<file path="src/rtl/i2c_slv_irq_pkg.sv">
package i2c_slv_irq_pkg;
  localparam int unsigned NCAUSE = 3;
  localparam int unsigned REG_W  = NCAUSE;
  localparam int unsigned ADDR_W = 3;

  localparam int unsigned CAUSE_DATA  = 0;
  localparam int unsigned CAUSE_START = 1;
  localparam int unsigned CAUSE_STOP  = 2;

  localparam int unsigned FLG_RREQ  = 0;
  localparam int unsigned FLG_TREQ  = 1;
  localparam int unsigned FLG_FIRST = 2;

  typedef enum logic [ADDR_W-1:0] {
    ADR_FLAGS = 3'd0,
    ADR_MASK  = 3'd1,
    ADR_RAW   = 3'd2,
    ADR_MIS   = 3'd3,
    ADR_CLR   = 3'd4
  } reg_adr_e;
endpackage

</file>
<file path="src/rtl/slv_irq_cause.sv">
module slv_irq_cause (
  input  logic clk,
  input  logic rst_n,
  input  logic evt,
  input  logic clr,
  input  logic mask_we,
  input  logic mask_wd,
  output logic raw_o,
  output logic mask_o
);
  logic raw_q, raw_d, raw_en;
  logic mask_q, mask_d, mask_en;

  always_comb begin
    raw_en = evt | clr;
    raw_d  = evt;           // event has priority over clear
    mask_en = mask_we;
    mask_d  = mask_wd;
  end

  always_ff @(posedge clk or negedge rst_n) begin
    if (!rst_n) begin
      raw_q  <= 1'b0;
      mask_q <= 1'b0;
    end else begin
      if (raw_en)  raw_q  <= raw_d;
      if (mask_en) mask_q <= mask_d;
    end
  end

  assign raw_o  = raw_q;
  assign mask_o = mask_q;

  assert_evt_wins_R9: assert property (@(posedge clk) disable iff (!rst_n)
    evt |=> raw_o);
  assert_clear_R9: assert property (@(posedge clk) disable iff (!rst_n)
    (clr && !evt) |=> !raw_o);
  assert_hold_R9: assert property (@(posedge clk) disable iff (!rst_n)
    (!clr && !evt) |=> $stable(raw_o));
  assert_mask_hold_R7: assert property (@(posedge clk) disable iff (!rst_n)
    !mask_we |=> $stable(mask_o));
endmodule

</file>
<file path="src/rtl/slv_req_flags.sv">
module slv_req_flags (
  input  logic clk,
  input  logic rst_n,
  input  logic ev_rx_byte,
  input  logic ev_rx_first,
  input  logic ev_tx_req,
  input  logic dr_rd_stb,
  input  logic dr_wr_stb,
  output logic rreq_o,
  output logic treq_o,
  output logic first_o
);
  logic rreq_q, rreq_d, rreq_en;
  logic treq_q, treq_d, treq_en;
  logic first_q, first_d, first_en;
  logic first_set;

  always_comb begin
    first_set = ev_rx_byte & ev_rx_first;
    rreq_en   = ev_rx_byte | dr_rd_stb;
    rreq_d    = ev_rx_byte;
    first_en  = first_set | dr_rd_stb;
    first_d   = first_set;
    treq_en   = ev_tx_req | dr_wr_stb;
    treq_d    = ev_tx_req;
  end

  always_ff @(posedge clk or negedge rst_n) begin
    if (!rst_n) begin
      rreq_q  <= 1'b0;
      treq_q  <= 1'b0;
      first_q <= 1'b0;
    end else begin
      if (rreq_en)  rreq_q  <= rreq_d;
      if (treq_en)  treq_q  <= treq_d;
      if (first_en) first_q <= first_d;
    end
  end

  assign rreq_o  = rreq_q;
  assign treq_o  = treq_q;
  assign first_o = first_q;

  assert_rx_sets_R2: assert property (@(posedge clk) disable iff (!rst_n)
    ev_rx_byte |=> rreq_o);
  assert_first_in_rreq_R3: assert property (@(posedge clk) disable iff (!rst_n)
    first_o |-> rreq_o);
  assert_first_alone_R3: assert property (@(posedge clk) disable iff (!rst_n)
    (ev_rx_first && !ev_rx_byte && !dr_rd_stb) |=> $stable(first_o));
  assert_tx_sets_R4: assert property (@(posedge clk) disable iff (!rst_n)
    ev_tx_req |=> treq_o);
  assert_rd_clears_R5: assert property (@(posedge clk) disable iff (!rst_n)
    (dr_rd_stb && !ev_rx_byte) |=> (!rreq_o && !first_o));
  assert_wr_clears_R5: assert property (@(posedge clk) disable iff (!rst_n)
    (dr_wr_stb && !ev_tx_req) |=> !treq_o);
endmodule

</file>
<file path="src/rtl/i2c_slv_irq_status.sv">
module i2c_slv_irq_status
  import i2c_slv_irq_pkg::*;
(
  input  logic              clk,
  input  logic              rst_n,
  input  logic              ev_rx_byte,
  input  logic              ev_rx_first,
  input  logic              ev_tx_req,
  input  logic              ev_start,
  input  logic              ev_stop,
  input  logic              dr_rd_stb,
  input  logic              dr_wr_stb,
  input  logic              reg_wr,
  input  logic [ADDR_W-1:0] reg_addr,
  input  logic [REG_W-1:0]  reg_wdata,
  output logic [REG_W-1:0]  reg_rdata,
  output logic              irq_o
);
  // reset: asserted asynchronously, released on the clock
  logic rst_meta_q, rst_sync_q;
  always_ff @(posedge clk or negedge rst_n) begin
    if (!rst_n) begin
      rst_meta_q <= 1'b0;
      rst_sync_q <= 1'b0;
    end else begin
      rst_meta_q <= 1'b1;
      rst_sync_q <= rst_meta_q;
    end
  end

  logic              mask_we, clr_we;
  logic [NCAUSE-1:0] cause_evt, cause_clr, raw, mask, masked;
  logic              rreq, treq, first;

  always_comb begin
    mask_we = reg_wr && (reg_addr == ADR_MASK);
    clr_we  = reg_wr && (reg_addr == ADR_CLR);
    cause_evt              = '0;
    cause_evt[CAUSE_DATA]  = ev_rx_byte | ev_tx_req;
    cause_evt[CAUSE_START] = ev_start;
    cause_evt[CAUSE_STOP]  = ev_stop;
    cause_clr = clr_we ? reg_wdata : '0;
  end

  slv_req_flags u_flags (
    .clk        (clk),
    .rst_n      (rst_sync_q),
    .ev_rx_byte (ev_rx_byte),
    .ev_rx_first(ev_rx_first),
    .ev_tx_req  (ev_tx_req),
    .dr_rd_stb  (dr_rd_stb),
    .dr_wr_stb  (dr_wr_stb),
    .rreq_o     (rreq),
    .treq_o     (treq),
    .first_o    (first)
  );

  for (genvar i = 0; i < NCAUSE; i++) begin : g_cause
    slv_irq_cause u_cause (
      .clk    (clk),
      .rst_n  (rst_sync_q),
      .evt    (cause_evt[i]),
      .clr    (cause_clr[i]),
      .mask_we(mask_we),
      .mask_wd(reg_wdata[i]),
      .raw_o  (raw[i]),
      .mask_o (mask[i])
    );
  end

  assign masked = raw & mask;
  assign irq_o  = |masked;

  always_comb begin
    reg_rdata = '0;
    case (reg_addr)
      ADR_FLAGS: begin
        reg_rdata[FLG_RREQ]  = rreq;
        reg_rdata[FLG_TREQ]  = treq;
        reg_rdata[FLG_FIRST] = first;
      end
      ADR_MASK: reg_rdata = mask;
      ADR_RAW:  reg_rdata = raw;
      ADR_MIS:  reg_rdata = masked;
      default:  reg_rdata = '0;
    endcase
  end

  assert_irq_needs_raw_R8: assert property (@(posedge clk) disable iff (!rst_sync_q)
    irq_o |-> (raw != '0));
  assert_irq_needs_mask_R8: assert property (@(posedge clk) disable iff (!rst_sync_q)
    (mask == '0) |-> !irq_o);
  assert_start_sets_R6: assert property (@(posedge clk) disable iff (!rst_sync_q)
    ev_start |=> raw[CAUSE_START]);
  assert_stop_sets_R6: assert property (@(posedge clk) disable iff (!rst_sync_q)
    ev_stop |=> raw[CAUSE_STOP]);
  assert_reset_quiet_R1: assert property (@(posedge clk)
    !rst_sync_q |-> !irq_o);
endmodule

</file>
<file path="config.mk">
export PLATFORM = sky130hd
export DESIGN_NAME = i2c_slv_irq_status
export DESIGN_NICKNAME = d
export VERILOG_FILES = /design/src/rtl/i2c_slv_irq_pkg.sv /design/src/rtl/slv_irq_cause.sv /design/src/rtl/slv_req_flags.sv /design/src/rtl/i2c_slv_irq_status.sv
export SDC_FILE = /design/constraint.sdc
export NUM_CORES = 1
export LEC_CHECK = 0
export ABC_AREA = 1
export CORE_AREA = 4 4 42 44
export CTS_CLUSTER_SIZE = 40
export DETAILED_ROUTE_END_ITERATION = 8
export DIE_AREA = 0 0 46 48
export PLACE_DENSITY = 0.68
export SYNTH_ARGS = -nofsm -noshare
export SYNTH_HDL_FRONTEND = slang
export SYNTH_SLANG_ARGS = --single-unit
</file>
<file path="constraint.sdc">
create_clock -name clk -period 0.8 [get_ports clk]
set_input_delay 0.12 -clock clk [delete_from_list [all_inputs] [get_ports clk]]
set_output_delay 0.12 -clock clk [all_outputs]
set_load 0.01 [all_outputs]
</file>
* Word-level counts from Yosys, hierarchy flattened *
Index checks and enable logic that the tools add are counted.

storage, ports and cells
  output and inout port bits = 4
  bits in registers = 11

cells by class
  equal/unequal tests = 4
  reduce and logical (&&, ||, !) cells = 4
  muxes and demuxes = 2
  bitwise gates (word level) = 9

operator list
  kind                                                                   count
  3-bit one-hot mux with 4 select lines                                  1
  1-bit bitwise OR                                                       7
  3-bit by 2-bit equality test with 1-bit output, second input constant  2
  3-bit AND                                                              1
  3-bit by 1-bit equality test with 1-bit output, second input constant  1
  3-bit equality test, second input constant                             1
  3-bit zero test                                                        1
  3-bit two-way mux                                                      1
  3-bit OR reduction                                                     1
  1-bit logical AND                                                      2
  1-bit AND                                                              1

* Depth between registers and ports, before layout *
  depth after elaboration = 4
  gate-level depth with buffers = 5
  gate-level depth less buffers = 5

* Modules after synthesis *
From an unflattened synthesis, not the netlist that was laid out.

unflattened totals
  cell total of the unflattened synthesis = 87
  area, all modules = 588.1 um^2

modules (own cells, without submodules)
  module              instances  cells each  area each (um^2)
  slv_irq_cause       3          10          80.1
  i2c_slv_irq_status  1          43          231.5
  slv_req_flags       1          14          116.4

* Worst setup path before layout *
No wires, ideal clock.

  path type = reg2out
  start point = register g_cause[0].u_cause.raw_q
  end point = output port reg_rdata[0]
  path buffers = 0
  arrival time = 618 ps
  cell stages (with the launch flop) = 3
  setup slack = 62 ps
  required time = 680 ps
  cell sequence = dfrtp_1 > nand2_1 > a21oi_1

between the ends
  cells in the longest elaborated chain, start to end = 2

ends and longest elaborated chain
  what                                     line                      source
  start, declared                          slv_irq_cause.sv:11       logic raw_q, raw_d, raw_en;
  start signal, assigned                   slv_irq_cause.sv:26       if (raw_en) raw_q <= raw_d;
  3-bit AND                                i2c_slv_irq_status.sv:71  assign masked = raw & mask;
  3-bit one-hot mux with 4 select lines *  i2c_slv_irq_status.sv:76  case (reg_addr)
  end, declared                            i2c_slv_irq_status.sv:16  output logic [REG_W-1:0] reg_rdata,

Mark *: on every way between the ends. The rest lies on a longest branch, timed or not.

* Worst setup path after layout *
  start point = register g_cause[2].u_cause.raw_q
  end point = output port reg_rdata[2]

between the ends
  cells in the longest elaborated chain, start to end = 2

ends and longest elaborated chain
  what                                     line
  start, declared                          slv_irq_cause.sv:11
  start signal, assigned                   slv_irq_cause.sv:26
  3-bit AND                                i2c_slv_irq_status.sv:71
  3-bit one-hot mux with 4 select lines *  i2c_slv_irq_status.sv:76

Marked as above.

==> results.md <==
* finished with violations — status
* negative setup slack — failing checks
* 153% — period utilisation layout
* yes — unrepaired setup endpoints after global routing
* 0.39 ns — Largest stage delay, worst path
* reg -> out — path type of the worst setup path
* 0.814 — gpl congestion
* 1390 um — drt total wl
* 1.11 ns — signal arrival time at the worst endpoint
* dfrtp_1 — post-synthesis cell type with the largest combined area
* 0.07 ns — clock-pin slew on the worst setup and hold paths
* 962 um — placed wire-length estimate
* 0 — residual DRC count
* 2 — Critical Path Fanout Max
* 11 — clock sinks
* 8 — 1st-iter DRT viols
* 0.000831 V — highest ir drop seen on vdd
* 520 um^2 — post-synthesis instance area
* 0 — Routed Antenna Nets
* 3 — total clock buffers created by CTS
* 0 — antenna diode instance count
* 10 — largest net degree at the start of global routing
* 52.9% — proportion of netlist area held by the largest area contributor
* 4.67 — via count normalized by instance count
* 0 — max-slew violation total from the final report
* 14 x nand2_1, 11 x dfrtp_1, 11 x clkdlybuf4s50_1, 10 x buf_4 — most frequent cells in the layout
* 117 — number of nets in the layout
* 52.9% — portion of the post-synthesis area used by sequential elements
* 19 — Port Buf Inserts
* 0.151 ns — worst hold margin
* 12.0 um — detail-routed net length per standard cell
* yes — TritonCTS clock tree
* 14.2% — overall track demand over capacity in global routing
* 4 — Pre-antenna DRT Iters
* 20 — total I/O pin count
* reg -> async — worst min-delay path category
* clkbuf_4 — clk root buf
* 8.01 um^2 — average cell area after synthesis
* 0 — count of maximum capacitance violations
* 816 MHz — Achievable Freq
* -1.34 ns — accumulated negative setup slack
* 2210 um^2 — die area
* 4 — total of endpoints with negative setup slack in the final report
* 0.27 ns — clock latency of the later-clocked register in the worst-skew pair
* 2140 um — global-route wire length before repair
* 46 um — Chip Width
* 36.2% — starting utilization of the core area
* 1440 um^2 — placeable core area
* 0 — Final Hold Vio Count
* nand2_1 — most common cell after layout, fill and taps aside
* 1 — # H-tree levels
* 2 — Max clock buf depth
* flop — startpoint types
* 0 — Syn. warnings
* dfrtp_1 — slowest stage cell, crit path
* -0.426 ns — Final Worst Setup Slack
* 542 — vias post-DR
* 0 — initial antenna violation count
* output port — sort of element at the end of the critical path
* 0.00415 ns — setup skew after layout
* 484 — number of global-route vias before repair
* 81 — Post-Syn Nets
* 0.434 nW — leak pwr
* 68.0% — Area growth, synth to finish
* 1.23 ns — final worst path period need
* 13 — number of distinct library cells after synthesis
* 0 — grt total ovfl
* buf_6, nand2_2, a21oi_2, buf_2 — cell-by-cell trace of the critical path
* 0.68 ns — Critical Path RT
* 2 — Crit path buffers/inverters
* flip-flops — Worst path top cell family by delay
* dfrtp_1 53%, nand2_1 12%, o21ai_1 6.7% — largest cells by area after synthesis
* 1560 nW/um^2 — Pwr per Cell Area
* 48 um — Die Ht
* 11 — number of synthesized register bits
* 65 — number of instances in the synthesized netlist
* 34.0% — fraction of layout cells with a size suffix above 1
* 14 — row count
-- through the flow --
| step | setup slack, ns | total power, mW | std cells | util, % | area, um^2 |
|---|---|---|---|---|---|
| global placement | -0.901 | 0.933 | 105 | 53.5 | 768 |
| global route | -0.460 | 1.45 | 116 | 60.9 | 875 |
| detailed placement | -0.897 | 0.938 | 105 | 53.5 | 768 |
| CTS | -0.367 | 1.35 | 115 | 58.6 | 842 |
| floorplan | 0.0619 | 0.757 | 65 | - | 520 |
| finish | -0.426 | 1.37 | 116 | 60.9 | 875 |
-- worst reg2reg max path, stage by stage, from the launching register on --
cell and delay (ns):
dfrtp_1 0.41, buf_4 0.14, nand2_1 0.05, o21ai_1 0.06
-- sequential cells by signal (all words and copies together) (netlist names) --
signal,flops
g_cause.u_cause.mask_o,3
g_cause.u_cause.raw_o,3
rst_meta_q,1
rst_sync_q,1
u_flags.first_o,1
u_flags.rreq_o,1
u_flags.treq_o,1
-- cell type report --
class,count,area [um^2]
multi-input combinational,42,241
tap,16,20.0
sequential,11,275
inverter,12,45.0
clock buffer,4,26.3
fill,140,562
timing repair buffer,31,267
-- where the power goes --
part	internal, mW	switching [mW]	leakage, nW	total (mW)
clock network	0.193	0.195	0.0150	0.388
registers	0.603	0.0424	0.121	0.646
logic	0.189	0.144	0.298	0.333
total	0.985	0.381	0.434	1.37
-- path summary, 6_finish.rpt --
check	from	end	slack, ns	depth (start not counted)
setup / recovery	g_cause[2].u_cause.raw_o$_DFFE_PN0P_	reg_rdata[2]	-0.43	4
min in group clk	reg_addr[1]	g_cause[1].u_cause.raw_o$_DFFE_PN0P_	0.16	5
max in group asynchronous	rst_n	rst_meta_q$_DFF_PN0_	0.13	2
hold reg to reg	rst_sync_q$_DFF_PN0_	g_cause[0].u_cause.raw_o$_DFFE_PN0P_	0.15	0
setup reg to reg	g_cause[1].u_cause.mask_o$_DFFE_PN0P_	g_cause[1].u_cause.mask_o$_DFFE_PN0P_	0.04	3
hold / removal	rst_sync_q$_DFF_PN0_	g_cause[0].u_cause.raw_o$_DFFE_PN0P_	0.15	0
-- layer usage --
| metal | up-vias | global-route usage (%) | share of wire, % |
|---|---|---|---|
| li1 | 275 | - | - |
| met1 | 246 | 18.3 | 44 |
| met2 | 15 | 21.2 | 46 |
| met3 | 6 | 1.50 | 4.9 |
| met4 | 0 | 11.9 | 5.0 |
| met5 | - | 0 | 0 |
-- cell families after synthesis --
family | share of synthesized area, %
compound gates | 15.4
flops | 52.9
buf+inv | 8.65
simple gates | 22.4
other cells | 0.720
-- repair_timing --
| action | CTS | global route |
|---|---|---|
| gates resized for setup | 38 | 7 |
| hold endpoints to repair | 2 | 0 |
| setup buffers | 5 | 2 |
| hold buffers | 1 | 0 |
| pin swaps | 6 | 6 |
| endpoints found under the setup margin | 10 | 10 |
-- synth_stat cells --
master	instances
conb_1	1
inv_2	3
o21ai_0	3
a21oi_1	3
o21ai_1	7
nor2_1	2
nor2_2	3
nand3_1	4
inv_1	9
nand3_2	1
o21bai_1	2
dfrtp_1	11
nand2_1	16
Note: power is estimated with default switching activity, not from simulation.
